$ cat config.mk
export PLATFORM = sky130hd
export DESIGN_NAME = crc16_ragged
export DESIGN_NICKNAME = d
export VERILOG_FILES = /design/src/rtl/crc16_ragged_pkg.sv /design/src/rtl/crc_lane_update.sv /design/src/rtl/crc_width_sel.sv /design/src/rtl/crc16_ragged.sv
export SDC_FILE = /design/constraint.sdc
export NUM_CORES = 1
export LEC_CHECK = 0
export BUFFER_PORTS_ARGS = -buffer_cell sky130_fd_sc_hd__buf_4
export CORE_MARGIN = 8
export CORE_UTILIZATION = 50
export CTS_CLUSTER_DIAMETER = 150
export DETAILED_ROUTE_END_ITERATION = 10
export GPL_ROUTABILITY_DRIVEN = 0
export PLACE_DENSITY = 0.71
export SYNTH_ARGS = -nofsm -noshare
export SYNTH_HDL_FRONTEND = slang
export SYNTH_HIERARCHICAL = 1
export SYNTH_SLANG_ARGS = --single-unit
$ cat constraint.sdc
create_clock -name clk -period 6.1 [get_ports clk]
set_clock_uncertainty 0.1 [all_clocks]
set_input_delay 0.305 -clock clk [delete_from_list [all_inputs] [get_ports clk]]
set_output_delay 0.305 -clock clk [all_outputs]
set_load 0.02 [all_outputs]
$ cat src/rtl/crc16_ragged_pkg.sv
package crc16_ragged_pkg;

  localparam int CRC_W = 16;
  typedef logic [CRC_W-1:0] crc16_t;
  localparam crc16_t CRC16_POLY = 16'h8005;

  // One bit of the shift-left register update
  function automatic crc16_t crc16_bit(input crc16_t c, input logic d, input crc16_t poly);
    logic fb;
    fb = c[CRC_W-1] ^ d;
    return {c[CRC_W-2:0], 1'b0} ^ (fb ? poly : '0);
  endfunction

endpackage

$ cat src/rtl/crc_lane_update.sv
module crc_lane_update
  import crc16_ragged_pkg::*;
#(
  parameter int     NBITS = 32,
  parameter crc16_t POLY  = CRC16_POLY
) (
  input  crc16_t           crc_in,
  input  logic [NBITS-1:0] data,
  output crc16_t           crc_out
);

  // Unrolled into an XOR network; bit 0 (byte 0, LSB) enters first
  always_comb begin
    crc16_t acc;
    acc = crc_in;
    for (int i = 0; i < NBITS; i++) begin
      acc = crc16_bit(acc, data[i], POLY);
    end
    crc_out = acc;
  end

endmodule

$ cat src/rtl/crc_width_sel.sv
module crc_width_sel
  import crc16_ragged_pkg::*;
#(
  parameter int LANES = 4,
  localparam int CNT_W = $clog2(LANES)
) (
  input  logic                  last,
  input  logic [CNT_W-1:0]      nbytes,
  input  crc16_t [LANES-1:0]    cand,
  output crc16_t                sel
);

  logic partial;
  assign partial = last && (nbytes != '0);

  always_comb begin
    sel = cand[LANES-1];
    if (partial) begin
      for (int k = 1; k < LANES; k++) begin
        if (int'(nbytes) == k) sel = cand[k-1];
      end
    end
  end

endmodule

$ cat src/rtl/crc16_ragged.sv
module crc16_ragged
  import crc16_ragged_pkg::*;
#(
  parameter int     DATA_W = 32,
  parameter crc16_t POLY   = CRC16_POLY,
  localparam int    LANES  = DATA_W / 8,
  localparam int    CNT_W  = $clog2(LANES)
) (
  input  logic              clk,
  input  logic              rst,
  input  logic              sof,
  input  logic              in_valid,
  input  logic [DATA_W-1:0] in_data,
  input  logic              in_last,
  input  logic [CNT_W-1:0]  in_nbytes,
  output logic [CRC_W-1:0]  crc_out,
  output logic              crc_done
);

  logic               in_frame_q;
  crc16_t             crc_q;
  logic               done_q;
  logic               take;
  crc16_t             base;
  crc16_t [LANES-1:0] cand;
  crc16_t             crc_next;

  assign take = in_valid && (sof || in_frame_q);
  assign base = sof ? '0 : crc_q;

  // One update network per possible byte count of a word
  for (genvar g = 0; g < LANES; g++) begin : g_lane
    crc_lane_update #(
      .NBITS (8 * (g + 1)),
      .POLY  (POLY)
    ) u_upd (
      .crc_in  (base),
      .data    (in_data[8*(g+1)-1:0]),
      .crc_out (cand[g])
    );
  end

  crc_width_sel #(
    .LANES (LANES)
  ) u_sel (
    .last   (in_last),
    .nbytes (in_nbytes),
    .cand   (cand),
    .sel    (crc_next)
  );

  always_ff @(posedge clk) begin
    if (rst) begin
      crc_q      <= '0;
      done_q     <= 1'b0;
      in_frame_q <= 1'b0;
    end else begin
      done_q <= take && in_last;
      if (take) begin
        crc_q      <= crc_next;
        in_frame_q <= !in_last;
      end
    end
  end

  assign crc_out  = crc_q;
  assign crc_done = done_q;

endmodule

# Word-level counts from Yosys, hierarchy flattened

Index checks and enable logic that the tools add are counted.

Register bits: 18
Memory bits (read-only): 0
Output and inout bits: 17
Bits of input ports: 39
Latch bits: 0
Logic and storage cells: 113
Memories kept: 0
RAM bits: 0

Reduce and logical (&&, ||, !) cells: 6
Multipliers: 0
Div/mod/pow operators: 0
Order comparisons: 0
Add/subtract/negate cells: 0
Eq/ne operators: 3
Bitwise operators: 64
Muxes and demuxes: 37
Shift operators: 0

Operators with widths:

| kind               | count |
|---|---|
| $mux 16            | 37 |
| $xor 16x16->16     | 32 |
| $xor 1x1->1        | 32 |
| $eq 2x2->1 const B | 2 |
| $logic_and 1x1->1  | 3 |
| $eq 2x1->1 const B | 1 |
| $reduce_bool 2->1  | 1 |
| $logic_not 1->1    | 1 |
| $logic_or 1x1->1   | 1 |

# Logic depth before layout (Yosys ltp)

Gate-level depths: netlist of the first run.

Depth after elaboration: 101
Gate-level depth with buffers: 14
Gate-level depth less buffers: 12

# Hierarchy

The synthesis of the first run kept the hierarchy.

Modules (own cells, without submodules):

| module                            | sequential area each (µm²) | area an instance (µm²) | cells each | times used |
|---|---|---|---|---|
| crc16_ragged                      | 360.3                      | 927.1                  | 94         | 1 |
| crc_lane_update (g_lane[3].u_upd) | 0.0                        | 862.1                  | 74         | 1 |
| crc_width_sel                     | 0.0                        | 654.4                  | 93         | 1 |
| crc_lane_update (g_lane[2].u_upd) | 0.0                        | 590.6                  | 60         | 1 |
| crc_lane_update (g_lane[1].u_upd) | 0.0                        | 434.2                  | 42         | 1 |
| crc_lane_update (g_lane[0].u_upd) | 0.0                        | 309.0                  | 29         | 1 |

# Least setup slack after synthesis of the first run

OpenSTA, ideal clock, no wires.

Path kind: input to register
Start: input sof
End: register crc_q[0], in the netlist crc_out[0]
Arrival: 3.306 ns
Buffers on the path: 2
Setup time: 0.118 ns
Data required time: 5.882 ns
Path slack: 2.576 ns
Cell stages on the path: 14
Cell sequence: buf_6 > clkbuf_1 > nor2b_1 > xnor2_2 > xnor3_2 > xnor3_1 > xnor3_1 > xnor3_2 > xnor2_1 > mux2_2 > o22ai_1 > a21oi_1 > nand2b_1 > mux2i_1

RTL lines:

| item                 | RTL line           | text |
|---|---|---|
| from (decl)          | crc16_ragged.sv:11 | `input logic sof,` |
| to (signal assigned) | crc16_ragged.sv:60 | `crc_q <= crc_next;` |
| to (decl)            | crc16_ragged.sv:21 | `crc16_t crc_q;` |

==> flow_summary_export.csv, run 1 <==
group,metric,value,unit
sta,fmax,0.275,GHz
power_and_ir_drop,power_density,433,nW/µm²
critical_path,cp-startpoint,"crc_out[14]$_SDFFE_PP0P_",
critical_path,path_class,"flop to flop",
placement,dpl.cell_count,523,
critical_path,worstPathArrival,3.65,ns
synthesis,syn_avg_cell_area,9.64,µm²
routing,wire_per_inst,19.3,µm
floorplan,rows,31,
clock_tree,cts.htree.levels,1,
clock_tree,cts_tree,"done",
sta,slew_violations,0,
sta,rsz0062_at_grt,"no",
clock_tree,cts_buffers,3,
synthesis,synth_seq_cells,18,
critical_path,cp_slowest_stage_delay,0.58,ns
layout,num-nets-final,468,
floorplan,initial_core_util,0.518,
synthesis,synth_cell_types,29,
sta,maxSlewHeadroom,0.383,
synthesis,synth_warnings,6,
synthesis,syn_area,3780,µm²
critical_path,r2r-start,"crc_out[14]$_SDFFE_PP0P_",
clock_tree,numClockSinks,18,
layout,nFillCells,705,
placement,io_buffers,55,
synthesis,synthCells,392,
synthesis,ys_seq_area_frac,0.0954,
critical_path,path_max_fanout,5,
synthesis,synth_top_cell_area_share,0.269,
floorplan,die-area,10600,µm²
clock_tree,hold_buffers,0,
layout,design_area,4190,µm²
global_routing,grt_pass1_wl,16.0,mm
layout,final_cells,527,
critical_path,crit_path_start_kind,"flop",
sta,fin_setup_tns,0,ns
sta,setup_violations,0,
routing,drc,0,
synthesis,synthTopCellsByArea,"xnor2_1, xor2_1, dfxtp_1",
clock_tree,worstSkewPairLatency,0.25,ns
sta,worst_pin_slew,0.926,ns
critical_path,worstPathRequired,6.11,ns
layout,final_cell_mix,"xnor2_1, buf_4, xor2_1, nand2b_1, dfxtp_1",
clock_tree,cts_root_buf,"clkbuf_8",
layout,final_common_cell,"xnor2_1",
placement,dp_hpwl,8.43,mm
global_routing,grt_antenna_before_repair,0,
clock_tree,cts.clk_slew.worst_paths,0.07,ns
floorplan,core,7290,µm²
sta,period_needed,3.64,ns
floorplan,io_pins,56,
clock_tree,post_cts_buffers,0,
worst_hold_path,hp-class,"input pin to flop",
layout,seq_area,360,µm²
sta,final_hold_viol_count,0,
floorplan,die_h,103,µm
routing,ant_nets,0,
power_and_ir_drop,p_leak,0.00170,µW
global_routing,grt_remaining_overflow,0,
synthesis,yosysTopAreaCell,"xnor2_1",
global_routing,grt_max_degree,49,
layout,drive_above_1_share,0.234,
synthesis,synth_fp_nets,431,
placement,post_dp_cell_area,4130,µm²
layout,synthToLayoutAreaGrowth,10.9,%
layout,multi_input_area,3230,µm²
sta,hold_ws,0.159,ns
routing,viasPerCell,5.33,
clock_tree,cts.path.max_buffers,2,
flow_run,maxCapViolCount,0,
power_and_ir_drop,power.total,1810,µW
critical_path,cpMaxStageDelayCell,"nor2b_1",
global_routing,grtUsageTotal,0.198,
critical_path,crit_chain,"nor2b_1 > xnor2_2 > xnor3_2 > xnor3_1 > xnor3_1 > xnor3_2 > xnor2_1 > mux2_2 > o22ai_1 > a21oi_1 > nand2b_1 > mux2i_1",
routing,drt_iter0_markers,199,
outcome,outcome,"finished clean",
critical_path,cp-end-kind,"flop",
layout,antenna_cells,0,
global_routing,grt_pass1_vias,2948,
routing,drt_wl_total,10.2,mm
clock_tree,cts_resized,0,
floorplan,die_w,103,µm
routing,dr.pass1.iters,4,
sta,period_share,0.597,
power_and_ir_drop,ir_worst_vdd,0.284,mV
worst_hold_path,worstHoldStart,"in_valid",
routing,vias,2810,
-- final timing paths --
check,cells after the start,slack (ns),endpoint
worst max-delay path,12,2.46,crc_out[0]$_SDFFE_PP0P_
worst max register to register,12,2.46,crc_out[0]$_SDFFE_PP0P_
worst min register to register,2,0.39,crc_out[2]$_SDFFE_PP0P_
worst min-delay path,2,0.16,in_frame_q$_SDFFE_PP0P_
-- critical path: cells and delay by family (launching register included) --
| kind | cells | cell delay [ns] |
|---|---|---|
| AND/OR/NAND/NOR | 2 | 0.67 |
| multiplexers | 2 | 0.35 |
| XOR/XNOR | 6 | 1.81 |
| AO/OA/AOI/OAI | 2 | 0.18 |
| flip-flops | 1 | 0.38 |
-- cell families (layout without fill, tap and decap cells) --
kind of cell	after synthesis	count (layout)	synth area share
xor+xnor	199	199	0.570
simple gates	66	66	0.118
mux	32	32	0.0901
flops	18	18	0.0954
compound gates	52	52	0.0762
buf+inv	25	61	0.0500
-- flip-flops by register name (all words and copies together), names as in the netlist --
signal / flops
crc_out: 16
crc_done: 1
in_frame_q: 1
-- through the flow --
| stage | worst slack [ns] | utilization |
|---|---|---|
| finish | 2.46 | 0.574 |
| global route | 2.29 | 0.574 |
| CTS | 2.49 | 0.574 |
| detailed placement | 2.39 | 0.567 |
| global placement | 2.51 | 0.567 |
| floorplan | 2.58 | - |
-- Yosys cell counts, drive strengths merged --
| library cell | n |
|---|---|
| xor3 | 2 |
| nand3b | 16 |
| mux2 | 16 |
| dfxtp | 18 |
| o21ai | 16 |
| o22ai | 16 |
| a21oi | 17 |
| xor2 | 50 |
| xnor2 | 127 |
| nor2 | 1 |
| inv | 2 |
| a211oi | 1 |
| and2b | 7 |
| nor2b | 9 |
| nand2 | 1 |
| buf | 17 |
| clkbuf | 6 |
| o211ai | 1 |
| o21a | 1 |
| mux2i | 16 |
| xnor3 | 20 |
| nand2b | 32 |
-- layout make-up --
class,count,share of cell area
clock buffers,4,0.0131
inverters,2,0.00179
multi-input cells,349,0.771
flip-flops and latches,18,0.0860
well taps,99,0.0296
repair buffers,55,0.0986
-- metal layers --
metal  GRT usage  vias to the layer above  share of wire
met5           0                        -              0
met4      0.0378                        0          0.013
met3      0.0203                        6          0.062
met2       0.325                       89           0.47
met1       0.274                     1342           0.46
li1            -                     1373              -
-- power breakdown --
| part | switching (µW) | leakage [µW] | internal (µW) |
|---|---|---|---|
| Sequential | 16.6 | 0.000148 | 139 |
| Clock | 40.4 | 0.0000288 | 57.3 |
| Combinational | 706 | 0.00152 | 852 |
| Total | 763 | 0.00170 | 1050 |
Note: power is estimated with default switching activity, not from simulation.
==> run 2: changes to the inputs <==
- clock period: 6.1 -> 3.56 ns (I/O delays scaled with it)
==> flow_summary_export.csv, run 2 (synthesis gave the netlist of run 1 again) <==
group,metric,value,unit
global_routing,grt_max_degree,49,
placement,io_buffers,55,
clock_tree,hold_buffers,0,
critical_path,cp_slowest_stage_delay,0.43,ns
critical_path,path_buf_inv,0,
layout,largest_reg_flops,16,
clock_tree,cts.path.max_buffers,2,
sta,maxSlewHeadroom,0.394,
layout,multi_input_area,3240,µm²
routing,drc,0,
routing,viasPerCell,5.34,
sta,final_hold_viol_count,0,
global_routing,grt_pass1_vias,2937,
critical_path,cp_top_family,"XOR/XNOR gates",
sta,period_needed,3.36,ns
flow_run,maxCapViolCount,0,
clock_tree,cts.clk_slew.worst_paths,0.06,ns
placement,dpl.cell_count,536,
critical_path,crit_path_start_kind,"flop",
power_and_ir_drop,power_density,722,nW/µm²
sta,fin_setup_tns,0,ns
sta,fmax,0.298,GHz
placement,place_ws,0.0804,ns
clock_tree,cts_tree,"done",
clock_tree,numClockSinks,18,
floorplan,die_w,103,µm
sta,layout_setup_ws,0.204,ns
sta,worst_pin_slew,0.910,ns
critical_path,worstPathRequired,3.57,ns
layout,synthToLayoutAreaGrowth,13.3,%
sta,period_share,0.943,
critical_path,path_common_cell,"xnor2_1",
floorplan,initial_core_util,0.518,
floorplan,io_pins,56,
critical_path,cp-end-kind,"flop",
routing,vias,2879,
global_routing,grt_antenna_before_repair,0,
sta,slew_violations,0,
routing,drt_iter0_markers,248,
routing,drt_wl_total,10.1,mm
layout,seq_area,360,µm²
layout,final_common_cell,"xnor2_1",
layout,utilization,0.587,
sta,rsz0062_at_grt,"no",
layout,final_cells,539,
power_and_ir_drop,p_leak,0.00176,µW
global_routing,grt_remaining_overflow,0,
clock_tree,cts_buffers,3,
outcome,outcome,"finished clean",
layout,nFillCells,669,
critical_path,cpMaxStageDelayCell,"xnor3_2",
clock_tree,worstSkewPairLatency,0.25,ns
global_routing,grtUsageTotal,0.192,
routing,wire_per_inst,18.8,µm
layout,num-nets-final,481,
floorplan,die_h,103,µm
routing,ant_nets,0,
floorplan,core,7290,µm²
critical_path,crit_chain,"nor2b_1 > xnor2_1 > xor2_1 > xnor2_1 > xnor3_1 > xnor3_2 > xnor2_1 > mux2_2 > o22ai_1 > a21oi_1 > nand2b_1 > mux2i_1",
worst_hold_path,hp-class,"input pin to flop",
floorplan,die-area,10600,µm²
critical_path,path_max_fanout,3,
critical_path,worstPathArrival,3.37,ns
layout,antenna_cells,0,
clock_tree,cts.htree.levels,1,
floorplan,rows,31,
layout,final_cell_mix,"xnor2_1, buf_4, xor2_1, nand2b_1, dfxtp_1",
power_and_ir_drop,ir_worst_vdd,0.601,mV
sta,setup_violations,0,
placement,dp_hpwl,8.51,mm
layout,drive_above_1_share,0.259,
global_routing,grt_pass1_wl,15.6,mm
clock_tree,cts_root_buf,"clkbuf_8",
critical_path,path_class,"flop to flop",
routing,dr.pass1.iters,6,
==> run 2: final timing paths <==
check / end / slack (ns) / start / cells past startpoint
worst max-delay path: crc_out[0]$_SDFFE_PP0P_ / 0.20 / crc_out[10]$_SDFFE_PP0P_ / 12
worst min-delay path: in_frame_q$_SDFFE_PP0P_ / 0.03 / in_valid / 2
worst max register to register: crc_out[0]$_SDFFE_PP0P_ / 0.20 / crc_out[10]$_SDFFE_PP0P_ / 12
worst min register to register: crc_out[8]$_SDFFE_PP0P_ / 0.39 / crc_out[8]$_SDFFE_PP0P_ / 2
==> run 2: timing repair <==
action | in CTS | in global routing
buffers inserted | 0 | 0
gates resized for setup | 0 | 2
endpoints found under the setup margin | 0 | 1
==> run 2: metrics by stage <==
step	instance area [µm²]	hold slack, ns	total power (µW)
finish	4280	0.0301	3090
global route	4280	0.0360	3280
CTS	4270	0.0260	3070
detailed placement	4230	0.295	2920
global placement	4230	0.290	2870
floorplan	3780	0.174	2390
==> run 2: layout make-up <==
| cell class | instances | share of cell area |
|---|---|---|
| multi-input combinational | 349 | 0.756 |
| timing repair buffer | 68 | 0.119 |
| sequential | 18 | 0.0842 |
| tap | 99 | 0.0289 |
| clock buffer | 3 | 0.00964 |
| inverter | 2 | 0.00175 |
==> run 2: worst register-to-register path: cells and delay by family (launching register included) <==
kind / cells / cell delay, ns
xor+xnor: 6 / 1.75
simple gates: 2 / 0.47
flops: 1 / 0.36
mux: 2 / 0.34
compound gates: 2 / 0.17
==> run 2: power by group <==
part / internal [µW] / switching (µW) / leakage (µW) / total [µW]
sequential: 239 / 29.4 / 0.000148 / 269
clock: 75.2 / 64.0 / 0.0000216 / 139
combinational: 1490 / 1190 / 0.00159 / 2680
==> run 2: metal layers <==
layer  share of wire  global-route usage  up-vias
li1                -                   -     1399
met1            0.45               0.264     1361
met2            0.47               0.310      105
met3           0.057              0.0176       14
met4           0.020              0.0578        0
met5               0                   0        -
